==> src/rtl/slot_hp_pkg.sv <==
package slot_hp_pkg;
  typedef struct packed {
    logic latch_open;
    logic ilock;
    logic pfault;
    logic present;
  } slot_sense_t;
endpackage

==> src/rtl/slot_rst_sync.sv <==
module slot_rst_sync #(
  parameter int STAGES = 2
) (
  input  logic clk,
  input  logic rst_n,
  output logic rst_sync_n
);
  logic [STAGES-1:0] chain_q;

  always_ff @(posedge clk or negedge rst_n) begin
    if (!rst_n) chain_q <= '0;
    else        chain_q <= {chain_q[STAGES-2:0], 1'b1};
  end

  assign rst_sync_n = chain_q[STAGES-1];
endmodule

==> src/rtl/slot_sense_sample.sv <==
module slot_sense_sample
  import slot_hp_pkg::*;
#(
  parameter int STAGES = 1
) (
  input  logic        clk,
  input  logic        rst_n,
  input  slot_sense_t raw,
  output slot_sense_t smp
);
  slot_sense_t stage_q [STAGES];

  generate
    for (genvar g = 0; g < STAGES; g++) begin : g_stage
      slot_sense_t d;
      if (g == 0) begin : g_first
        assign d = raw;
      end else begin : g_next
        assign d = stage_q[g-1];
      end
      always_ff @(posedge clk or negedge rst_n) begin
        if (!rst_n) stage_q[g] <= '0;
        else        stage_q[g] <= d;
      end
    end
  endgenerate

  assign smp = stage_q[STAGES-1];
endmodule

==> src/rtl/slot_pwr_ctrl.sv <==
module slot_pwr_ctrl (
  input  logic clk,
  input  logic rst_n,
  input  logic wr_en,
  input  logic wr_val,
  input  logic load_en,
  input  logic load_val,
  input  logic done_clr,
  input  logic auto_off_en,
  input  logic latch_present,
  input  logic latch_open,
  output logic pwr_en,
  output logic done,
  output logic chg_pulse
);
  logic cmd_q, cmd_d;
  logic pwr_q, pwr_d;
  logic pend_q;
  logic done_q, done_d;
  logic latch_prev_q;
  logic chg_q, chg_d;
  logic force_off;
  logic cmd_ce;

  always_comb begin
    force_off = auto_off_en & latch_present & latch_open;
    cmd_ce    = wr_en | load_en;
    cmd_d     = wr_en ? wr_val : load_val;
    pwr_d     = (cmd_ce ? cmd_d : cmd_q) & ~force_off;
    done_d    = (done_q & ~done_clr) | pend_q;
    chg_d     = latch_open & ~latch_prev_q & pwr_q;
  end

  always_ff @(posedge clk or negedge rst_n) begin
    if (!rst_n) begin
      cmd_q        <= 1'b0;
      pwr_q        <= 1'b0;
      pend_q       <= 1'b0;
      done_q       <= 1'b0;
      latch_prev_q <= 1'b0;
      chg_q        <= 1'b0;
    end else begin
      if (cmd_ce) cmd_q <= cmd_d;
      pwr_q        <= pwr_d;
      pend_q       <= wr_en;
      done_q       <= done_d;
      latch_prev_q <= latch_open;
      chg_q        <= chg_d;
    end
  end

  assign pwr_en    = pwr_q;
  assign done      = done_q;
  assign chg_pulse = chg_q;
endmodule

==> src/rtl/slot_sts_map.sv <==
module slot_sts_map
  import slot_hp_pkg::*;
(
  input  slot_sense_t smp,
  input  logic        ilock_mode,
  output logic        latch_sts,
  output logic        ilock_sts,
  output logic        pfault_sts,
  output logic        present_sts
);
  always_comb begin
    latch_sts   = ilock_mode ? 1'b0 : smp.latch_open;
    ilock_sts   = ilock_mode ? smp.latch_open : smp.ilock;
    pfault_sts  = smp.pfault;
    present_sts = smp.present;
  end
endmodule

==> src/rtl/slot_hp_power.sv <==
module slot_hp_power
  import slot_hp_pkg::*;
#(
  parameter int RST_STAGES = 2,
  parameter int IN_STAGES  = 1
) (
  input  logic clk,
  input  logic rst_n,
  input  logic pcc_wr_en,
  input  logic pcc_wr_val,
  input  logic cfg_load,
  input  logic cfg_pwr_val,
  input  logic cmd_done_clr,
  input  logic auto_off_en,
  input  logic latch_present,
  input  logic ilock_mode,
  input  logic latch_open_in,
  input  logic ilock_in,
  input  logic pfault_in,
  input  logic present_in,
  output logic slot_pwr_en,
  output logic latch_sts,
  output logic ilock_sts,
  output logic pfault_sts,
  output logic present_sts,
  output logic cmd_done,
  output logic latch_chg
);
  logic        rst_int_n;
  slot_sense_t raw_sense;
  slot_sense_t smp_sense;

  assign raw_sense = '{latch_open: latch_open_in, ilock: ilock_in,
                       pfault: pfault_in, present: present_in};

  slot_rst_sync #(.STAGES(RST_STAGES)) u_rst (
    .clk(clk), .rst_n(rst_n), .rst_sync_n(rst_int_n)
  );

  slot_sense_sample #(.STAGES(IN_STAGES)) u_smp (
    .clk(clk), .rst_n(rst_int_n), .raw(raw_sense), .smp(smp_sense)
  );

  slot_pwr_ctrl u_pwr (
    .clk(clk), .rst_n(rst_int_n),
    .wr_en(pcc_wr_en), .wr_val(pcc_wr_val),
    .load_en(cfg_load), .load_val(cfg_pwr_val),
    .done_clr(cmd_done_clr),
    .auto_off_en(auto_off_en), .latch_present(latch_present),
    .latch_open(smp_sense.latch_open),
    .pwr_en(slot_pwr_en), .done(cmd_done), .chg_pulse(latch_chg)
  );

  slot_sts_map u_sts (
    .smp(smp_sense), .ilock_mode(ilock_mode),
    .latch_sts(latch_sts), .ilock_sts(ilock_sts),
    .pfault_sts(pfault_sts), .present_sts(present_sts)
  );
endmodule

==> config.mk <==
export PLATFORM = sky130hd
export DESIGN_NAME = slot_hp_power
export DESIGN_NICKNAME = d
export VERILOG_FILES = /design/src/rtl/slot_hp_pkg.sv /design/src/rtl/slot_rst_sync.sv /design/src/rtl/slot_sense_sample.sv /design/src/rtl/slot_pwr_ctrl.sv /design/src/rtl/slot_sts_map.sv /design/src/rtl/slot_hp_power.sv
export SDC_FILE = /design/constraint.sdc
export NUM_CORES = 1
export LEC_CHECK = 0
export ABC_AREA = 1
export BUFFER_PORTS_ARGS = -buffer_cell sky130_fd_sc_hd__buf_2
export CORE_AREA = 3 3 40 42
export DETAILED_ROUTE_END_ITERATION = 6
export DIE_AREA = 0 0 43 45
export PLACE_DENSITY_LB_ADDON = 0.25
export SYNTH_ARGS = -nofsm -noshare
export SYNTH_HDL_FRONTEND = slang
export SYNTH_SLANG_ARGS = --single-unit
==> constraint.sdc <==
create_clock -name clk -period 0.94 [get_ports clk]
set_input_delay 0.188 -clock clk [delete_from_list [all_inputs] [get_ports clk]]
set_output_delay 0.188 -clock clk [all_outputs]
set_load 0.02 [all_outputs]
==> results.md <==
- WHS: 32.7 ps
- Synth Warn #: 0
- Crit. End Element: output pin
- Type of the worst min-delay path: in2reg
- Busiest metal layer after global routing: met2
- Layout area overhead: 55.7%
- Status: complete, but fails checks
- Syn Inst Count: 32
- Pin count of the biggest net entering global routing: 11
- FMAX: 0.886 GHz
- Port Buf Inserts: 20
- RSZ-0062 raised after global routing: yes
- R2r setup slk: 140 ps
- RR Endpoint: u_pwr.pwr_en
- Reg clk slew, reported paths: 60 ps
- Violated checks: setup timing
- GRT Total Usage: 0.0823
- Commonest non-fill, non-tap cell in the layout: buf_2
- Critical path data arrival time: 940 ps
- Hold Path End: u_smp.smp[2]
- Post-synthesis cell type count: 9
- DR iter-0 viols: 1
- Root Driver: clkbuf_4
- Drt pass-1 iters: 2
- Chip width: 43 um
- Clk_skew: 0.694 ps
- Leak Pwr: 0.326 nW
- Crit path from: u_smp.smp[3]
- Post-DP HPWL: 492 um
- Total CTS buffers: 3
- Setup_tns: -417 ps
- Mapped cell area: 384 um^2
- WP data required: 750 ps
- Initial core utilization: 0.299
- Share of layout cells above drive strength 1: 0.475
- Final worst-path cycle share: 1.20
- Met3 Usage GRT: 0.0279
- Final Util: 0.465
- Die footprint: 1940 um^2
- Via count: 287
- Final antenna diode count: 0
- R2r worst-path depth: 4
- Number of global-route vias before repair: 263
- Gpl congestion: 0.572
- Via density per instance: 3.88
- Crit path kind: reg2out
- Startpoint types: flop
- PwrDens: 1660 nW/um^2
- Max FO, Critical Path: 3
- RR Startpoint: u_smp.smp[3]
- Hold depth: 1
- Final Hold Vio Count: 0
- Nets: 75
- CTS tree: yes
- Syn Nets: 46
- Average cell area after synthesis: 12.0 um^2
- Antenna violations before repair: 0
- Register area share after synthesis: 0.782
- Routed WL: 666 um
- Chip Height: 45 um
- Max-cap violations: 0
- Clock Latency Late Sink: 260 ps
- Slew Viols, Final: 0
- # DRC: 0
- Worst hold start: ilock_in
- Maximum vdd drop: 0.000705 V
- Routed Antenna Nets: 0
- H-tree levels: 1
- Register bit count reported by yosys: 12
- Finish-stage setup viols: 7
- Routing usage on met2: 0.111
- Wire per inst: 9.00 um
- Row Count: 13
- Final WS setup: -189 ps
- Clock sinks: 12
- M1 GR Usage: 0.104
- Deepest clock path buffer count: 2
- Placeable Area: 1280 um^2
- Congestion Overflow GR: 0
- Most frequent cells in the layout: 13 x buf_2, 12 x dfrtp_1
- Fin crit period: 1130 ps
- I/O Pins: 21
- First-pass GRT wire length: 1.14 mm
Yosys cell counts:
library cell	n	area (um^2)
dfrtp_1	12	300
inv_1	5	18.8
nand2_1	5	18.8
nor2_1	5	18.8
a21oi_1	1	5.00
conb_1	1	3.75
nand3_1	1	5.00
o21bai_1	1	7.51
or2_0	1	6.26
metal layers:
layer  routed length, um  up-vias
met2                 353       13
met4                   0        0
li1                    -      146
met1                 246      128
met5                   0        -
met3                  65        0
layout make-up:
class	instances	area [um^2]
Fill cell	130	687
Sequential cell	12	300
Clock buffer	3	22.5
Multi-Input combinational cell	15	68.8
Inverter	5	18.8
Tap cell	15	18.8
Timing Repair Buffer	24	169
stage by stage:
| stage | instance area (um^2) | instances | power [W] | setup WS [ps] |
|---|---|---|---|---|
| 2_1_floorplan | 384 | 32 | 0.000621 | 9.75 |
| 3_5_place_dp | 503 | 67 | 0.000676 | 47.0 |
| 6_report | 598 | 74 | 0.000993 | -189 |
| 5_1_grt | 598 | 74 | 0.00105 | -246 |
| 3_3_place_gp | 503 | 67 | 0.000674 | 69.4 |
| 4_1_cts | 591 | 73 | 0.00101 | -193 |
power by group:
group	internal, W	switching [W]	total (W)	leakage, nW
logic	0.0000763	0.0000620	0.000138	0.172
registers	0.000547	0.0000199	0.000567	0.141
clock network	0.000148	0.000140	0.000288	0.0138
total	0.000771	0.000222	0.000993	0.326
critical path, cell delays in order (launching register included):
cell and delay, ps:
dfrtp_1 370, inv_2 50, a21oi_2 110, buf_4 150
state kept, by name (all words and copies together), names as in the netlist:
register,flops
u_smp.smp,4
u_pwr.cmd_q,1
u_pwr.chg_pulse,1
u_pwr.latch_prev_q,1
u_rst.chain_q,2
u_pwr.done,1
u_pwr.pwr_en,1
u_pwr.pend_q,1
how the worst max path moves through the flow:
stage                 to  slack (ps)  cells after the start
2_1_floorplan  ilock_sts          10                      2
3_3_place_gp   ilock_sts          70                      3
3_5_place_dp   ilock_sts          50                      3
4_1_cts        ilock_sts        -190                      3
5_1_grt        ilock_sts        -250                      3
6_report       ilock_sts        -190                      3
logic make-up (layout without fill, tap and decap cells):
| family | Yosys count | in the layout | share of synthesized area |
|---|---|---|---|
| DFF | 12 | 12 | 0.782 |
| and+or+nand+nor | 12 | 12 | 0.127 |
| buffers and inverters | 5 | 32 | 0.0489 |
| AOI/OAI and AO/OA | 2 | 2 | 0.0326 |
| other | 1 | 1 | 0.00976 |
timing repair:
| action | 4_1_cts | 5_1_grt |
|---|---|---|
| endpoints found under the setup margin | 7 | 7 |
| hold endpoints to repair | 2 | 0 |
| gates resized for setup | 14 | 0 |
| gates cloned | 0 | 0 |
| hold buffers | 1 | 0 |
| buffers inserted | 2 | 1 |
No activity file was read; power rests on OpenSTA's default activity.
